[src/rtl/exc_seq_pkg.sv]
package exc_seq_pkg;
  localparam int unsigned EVT_N  = 4;
  localparam int unsigned KIND_W = $clog2(EVT_N + 1);

  // slot index is the delivery rank; kind code = slot + 1
  localparam int unsigned SLOT_FORCED = 0;
  localparam int unsigned SLOT_TRACE  = 1;
  localparam int unsigned SLOT_BKPT   = 2;
  localparam int unsigned SLOT_IRQ    = 3;

  typedef enum logic [KIND_W-1:0] {
    EK_NONE   = 3'd0,
    EK_FORCED = 3'd1,
    EK_TRACE  = 3'd2,
    EK_BKPT   = 3'd3,
    EK_IRQ    = 3'd4
  } exc_kind_e;
endpackage

[src/rtl/exc_capture.sv]
module exc_capture
  import exc_seq_pkg::*;
#(
  parameter int unsigned N = EVT_N
) (
  input  logic         clk,
  input  logic         rst,
  input  logic         done_i,
  input  logic         executed_i,
  input  logic         forced_i,
  input  logic         trace_en_i,
  input  logic         irq_pend_i,
  input  logic         bkpt_pend_i,
  input  logic         stop_i,
  input  logic [N-1:0] clear_i,
  output logic [N-1:0] pend_o,
  output logic         suppress_o
);
  logic [N-1:0] pend_q;
  logic [N-1:0] snap;
  logic         sup_q;
  logic         accept;
  logic         traced;

  assign traced = trace_en_i & executed_i;
  assign accept = done_i & ~(|pend_q);

  always_comb begin
    snap              = '0;
    snap[SLOT_FORCED] = forced_i;
    snap[SLOT_TRACE]  = traced;
    snap[SLOT_BKPT]   = bkpt_pend_i;
    snap[SLOT_IRQ]    = irq_pend_i;
  end

  always_ff @(posedge clk) begin
    if (rst) begin
      pend_q <= '0;
      sup_q  <= 1'b0;
    end else if (accept) begin
      pend_q <= snap;
      sup_q  <= stop_i & traced;
    end else begin
      pend_q <= pend_q & ~clear_i;
    end
  end

  assign pend_o     = pend_q;
  assign suppress_o = sup_q;

  AST_REJECT_NO_TRACE: assert property (@(posedge clk) disable iff (rst)
    (accept && !executed_i) |=> !pend_q[SLOT_TRACE]);
  AST_BUSY_IGNORED: assert property (@(posedge clk) disable iff (rst)
    ((|pend_q) && clear_i == '0) |=> $stable(pend_q) && $stable(sup_q));
  AST_SUPPRESS_LOAD: assert property (@(posedge clk) disable iff (rst)
    (accept && stop_i && trace_en_i && executed_i) |=> sup_q);
  AST_SUPPRESS_HOLD: assert property (@(posedge clk) disable iff (rst)
    !accept |=> $stable(sup_q));
endmodule

[src/rtl/exc_pick.sv]
module exc_pick #(
  parameter int unsigned N = 4
) (
  input  logic [N-1:0] req_i,
  output logic [N-1:0] grant_o
);
  logic [N-1:0] seen;

  assign seen[0] = 1'b0;

  for (genvar i = 0; i < N; i++) begin : g_slot
    assign grant_o[i] = req_i[i] & ~seen[i];
    if (i < N - 1) begin : g_chain
      assign seen[i+1] = seen[i] | req_i[i];
    end
  end

  always_comb begin
    AST_ONE_GRANT: assert ($onehot0(grant_o));
    AST_GRANT_IF_REQ: assert ((req_i == '0) || (grant_o != '0));
  end
endmodule

[src/rtl/exc_encode.sv]
module exc_encode #(
  parameter int unsigned N      = 4,
  parameter int unsigned KIND_W = 3
) (
  input  logic [N-1:0]      grant_i,
  output logic [KIND_W-1:0] kind_o
);
  always_comb begin
    kind_o = '0;
    for (int i = 0; i < N; i++) begin
      if (grant_i[i]) kind_o = KIND_W'(i + 1);
    end
  end
endmodule

[src/rtl/exc_seq.sv]
module exc_seq
  import exc_seq_pkg::*;
(
  input  logic              clk,
  input  logic              rst,
  input  logic              done_i,
  input  logic              executed_i,
  input  logic              forced_i,
  input  logic              trace_en_i,
  input  logic              irq_pend_i,
  input  logic              bkpt_pend_i,
  input  logic              stop_i,
  output logic              evt_valid_o,
  input  logic              evt_ready_i,
  output logic [KIND_W-1:0] evt_kind_o,
  output logic              stop_suppress_o
);
  logic [EVT_N-1:0] pend;
  logic [EVT_N-1:0] grant;
  logic [EVT_N-1:0] clear;
  logic             take;

  exc_capture #(.N(EVT_N)) u_capture (
    .clk         (clk),
    .rst         (rst),
    .done_i      (done_i),
    .executed_i  (executed_i),
    .forced_i    (forced_i),
    .trace_en_i  (trace_en_i),
    .irq_pend_i  (irq_pend_i),
    .bkpt_pend_i (bkpt_pend_i),
    .stop_i      (stop_i),
    .clear_i     (clear),
    .pend_o      (pend),
    .suppress_o  (stop_suppress_o)
  );

  exc_pick #(.N(EVT_N)) u_pick (
    .req_i   (pend),
    .grant_o (grant)
  );

  exc_encode #(.N(EVT_N), .KIND_W(KIND_W)) u_encode (
    .grant_i (grant),
    .kind_o  (evt_kind_o)
  );

  assign evt_valid_o = |pend;
  assign take        = evt_valid_o & evt_ready_i;
  assign clear       = take ? grant : '0;

  AST_HOLD_STALL: assert property (@(posedge clk) disable iff (rst)
    (evt_valid_o && !evt_ready_i) |=> evt_valid_o && $stable(evt_kind_o));
  AST_IDLE_KIND: assert property (@(posedge clk) disable iff (rst)
    !evt_valid_o |-> evt_kind_o == EK_NONE);
  AST_FORCED_FIRST: assert property (@(posedge clk) disable iff (rst)
    pend[SLOT_FORCED] |-> evt_kind_o == EK_FORCED);
  AST_TRACE_BEFORE: assert property (@(posedge clk) disable iff (rst)
    (pend[SLOT_TRACE] && !pend[SLOT_FORCED]) |-> evt_kind_o == EK_TRACE);
  AST_BKPT_BEFORE_IRQ: assert property (@(posedge clk) disable iff (rst)
    (evt_kind_o == EK_IRQ) |-> !pend[SLOT_BKPT]);
  AST_RESET_CLEAR: assert property (@(posedge clk)
    rst |=> !evt_valid_o && !stop_suppress_o);
endmodule

[config.mk]
export PLATFORM = sky130hd
export DESIGN_NAME = exc_seq
export DESIGN_NICKNAME = d
export VERILOG_FILES = /design/src/rtl/exc_seq_pkg.sv /design/src/rtl/exc_capture.sv /design/src/rtl/exc_pick.sv /design/src/rtl/exc_encode.sv /design/src/rtl/exc_seq.sv
export SDC_FILE = /design/constraint.sdc
export NUM_CORES = 1
export LEC_CHECK = 0
export ABC_AREA = 0
export ABC_CLOCK_PERIOD_IN_PS = 1700
export BUFFER_PORTS_ARGS = -buffer_cell sky130_fd_sc_hd__buf_2
export CAP_MARGIN = 15
export CORE_AREA = 3 3 40 42
export CTS_BUF_LIST = sky130_fd_sc_hd__clkbuf_8
export DETAILED_ROUTE_END_ITERATION = 16
export DIE_AREA = 0 0 43 45
export SKIP_CTS_REPAIR_TIMING = 1
export SLEW_MARGIN = 20
export SYNTH_ARGS = -nofsm -noshare
export SYNTH_HDL_FRONTEND = slang
export SYNTH_HIERARCHICAL = 1
export SYNTH_SLANG_ARGS = --single-unit
[constraint.sdc]
create_clock -name clk -period 1.7 [get_ports clk]
set_clock_uncertainty 0.1 [all_clocks]
set_input_delay 0.34 -clock clk [delete_from_list [all_inputs] [get_ports clk]]
set_output_delay 0.34 -clock clk [all_outputs]
set_load 0.02 [all_outputs]
==> flow_summary.yaml <==
timing:
  min_period_ns: 1.74
  setup_viol: 1
  slew_viol_final: 0
  tightest_slew_ns: 0.288
  tns_ns: -0.0427
  fin_ws_ns: -0.0427
  grt_setup_unrepaired: "true"
  whs_ns: 0.246
  max_freq_mhz: 574
  fin_crit_sh_pct: 103
  relSlewSlack_pct: 80.7
  hold_viol_final: 0
drt:
  final_antenna_net_count: 0
  dr.pass1.iters: 4
  drt_iter0_markers: 2
  num_vias: 338
  drc: 0
  via_per_inst: 4.69
  wl_per_cell_um: 12.2
  wl_um: 878
synth:
  syn_nets: 48
  synth_warnings: 6
  synth_top_family_by_area: "simple AND/OR/NAND/NOR gates"
  ys_types: 20
  ys_seq_area_share_pct: 29.9
  yosys.area_share.simple_pct: 53.0
  synthXorXnorAreaFrac_pct: 0
  synth_compound_area_share_pct: 8.58
  synth_cells: 38
  synth-adder-area-share_pct: 0
  synthMuxAreaShare_pct: 2.99
  synthesis.area_um2: 335
  synth-seq-cells: 5
  avgSynthCellArea_um2: 8.82
pwr:
  power_uw: 513
  powerDensity_nw_per_um2: 1000
  p_leak_uw: 0.000237
  peakVddDrop_uv: 613
floorplanning:
  row_count: 13
  coreArea_um2: 1280
  start_util_pct: 26.1
  ioPinCount: 15
  die_w_um: 43
  die-area_um2: 1940
  die_h_um: 45
placement:
  dpl_cell_area_um2: 424
  dp_cells: 67
  routabilityCongestion: 0.731
  io_buffers: 14
  dp_hpwl_um: 596
global_route:
  grt_pass1_vias: 277
  grt_max_degree: 7
  grt_pass1_wl_mm: 1.24
  antenna_found_initial: 0
  gr-total-overflow: 0
  grtUsageTotal_pct: 9.25
job:
  drv_cap: 0
final_layout:
  fin_nets: 68
  multi_input_area_um2: 240
  syn_to_final_growth_pct: 53.0
  seqCellArea_um2: 106
  fillers: 127
  antenna_cells: 0
  fin_area_um2: 513
  drive_gt1_share_pct: 54.4
  stdcell_count: 72
status:
  violations: "setup timing"
  status: "finished, violations left"
critical_path:
  endpoint: "evt_valid_o"
  startpoint: "u_capture/pend_o[2]"
  path_class: "flop to output pin"
  worst_ep_arrival_time_ns: 1.30
  timing.rr.end: "u_capture/pend_o[0]"
  required_ns: 1.26
  r2r_setup_slack_ns: 0.06
  r2r_start: "u_capture/pend_o[2]"
  crit_fanout: 5
  r2r_cells: 4
  end_kind: "output pin"
  start_kind: "flop"
clocking:
  cts_tree: "done"
  clock-root-buffer: "clkbuf_8"
  cts_buffers: 3
  clkSinkCount: 5
  cts.path.max_buffers: 2
  clk_latency_ns: 0.23
  cts.htree.levels: 1
  path_clk_slew_ns: 0.04
worst_hold_path:
  holdPathStages: 2
  min-delay-path-class: "input pin to flop"
## worst min path at each step
stage	start	end
finish	rst	u_capture/pend_o[0]
detailed placement	u_capture/suppress_o	u_capture/suppress_o
floorplan	rst	u_capture/pend_o[0]
CTS	rst	u_capture/pend_o[3]
global route	rst	u_capture/pend_o[0]
global placement	u_capture/suppress_o	u_capture/suppress_o
## cell usage in the layout (no fill, tap or decap), drive strengths merged
| cell | count |
|---|---|
| buf | 17 |
| nand2b | 5 |
| a21oi | 5 |
| dfxtp | 5 |
| and3 | 4 |
| clkbuf | 3 |
| nand3 | 3 |
| nor2 | 3 |
| inv | 2 |
| nor3b | 2 |
| or4 | 1 |
| or2b | 1 |
| nand4b | 1 |
| nand2 | 1 |
| mux2i | 1 |
| nand4 | 1 |
| nor4b | 1 |
| nor2b | 1 |
## registers in the layout, indices dropped and copies added, names as in the netlist
name	count
u_capture/suppress_o	1
u_capture/pend_o	4
## cell families (layout without fill, tap and decap cells)
logic type | after synthesis | count (layout)
muxes | 1 | 1
AOI/OAI and AO/OA | 5 | 5
and+or+nand+nor | 24 | 24
buffers and inverters | 3 | 22
DFF | 5 | 5
## per-layer routing
| metal | up-vias | global-route usage [%] | wire length [um] |
|---|---|---|---|
| met4 | 0 | 7.23 | 0 |
| met3 | 0 | 5.58 | 77 |
| met5 | - | 0 | 0 |
| met1 | 153 | 11.6 | 369 |
| met2 | 12 | 11.1 | 431 |
| li1 | 173 | - | - |
## critical path, stage by stage (launching register included)
cell	delay, ns
dfxtp_4	0.36
or4_4	0.56
buf_6	0.15
## layout make-up
| class | instances | share of cell area (%) |
|---|---|---|
| clock buffer | 3 | 8.05 |
| clock inverter | 1 | 0.732 |
| inverter | 1 | 0.732 |
| multi-input combinational | 30 | 46.8 |
| sequential | 5 | 20.7 |
| tap | 15 | 3.66 |
| timing repair buffer | 17 | 19.3 |
## stage by stage
| stage | util, % | setup slack (ns) |
|---|---|---|
| 2_1_floorplan | - | 0.0732 |
| 3_3_place_gp | 33.0 | 0.114 |
| 3_5_place_dp | 33.0 | 0.0694 |
| 4_1_cts | 36.5 | -0.0932 |
| 5_1_grt | 39.9 | -0.0704 |
| 6_report | 39.9 | -0.0427 |
## cells in the mapped netlist
cell type	count	share of area (%)
nor2_1	2	2.2
nor4b_2	1	4.5
nand4_1	1	1.9
nand2_2	1	1.9
inv_1	1	1.1
or4_4	1	3.4
a21oi_1	4	6.0
nand2b_1	5	9.3
or2b_1	1	2.2
dfxtp_1	5	30
nor3b_4	1	5.6
nor3b_1	1	2.2
nand4b_1	1	2.6
nand3_1	3	4.5
mux2i_1	1	3.0
buf_4	2	4.5
and3_1	4	7.5
nor2b_1	1	1.9
a21oi_2	1	2.6
nor2_4	1	3.4
## where the power goes
part / leakage, uW / switching, uW / total [uW] / internal (uW)
clock network: 0.0000269 / 67.8 / 223 / 156
logic: 0.000168 / 71.7 / 144 / 72.2
registers: 0.0000424 / 17.5 / 145 / 128
Note: power is estimated with default switching activity, not from simulation.
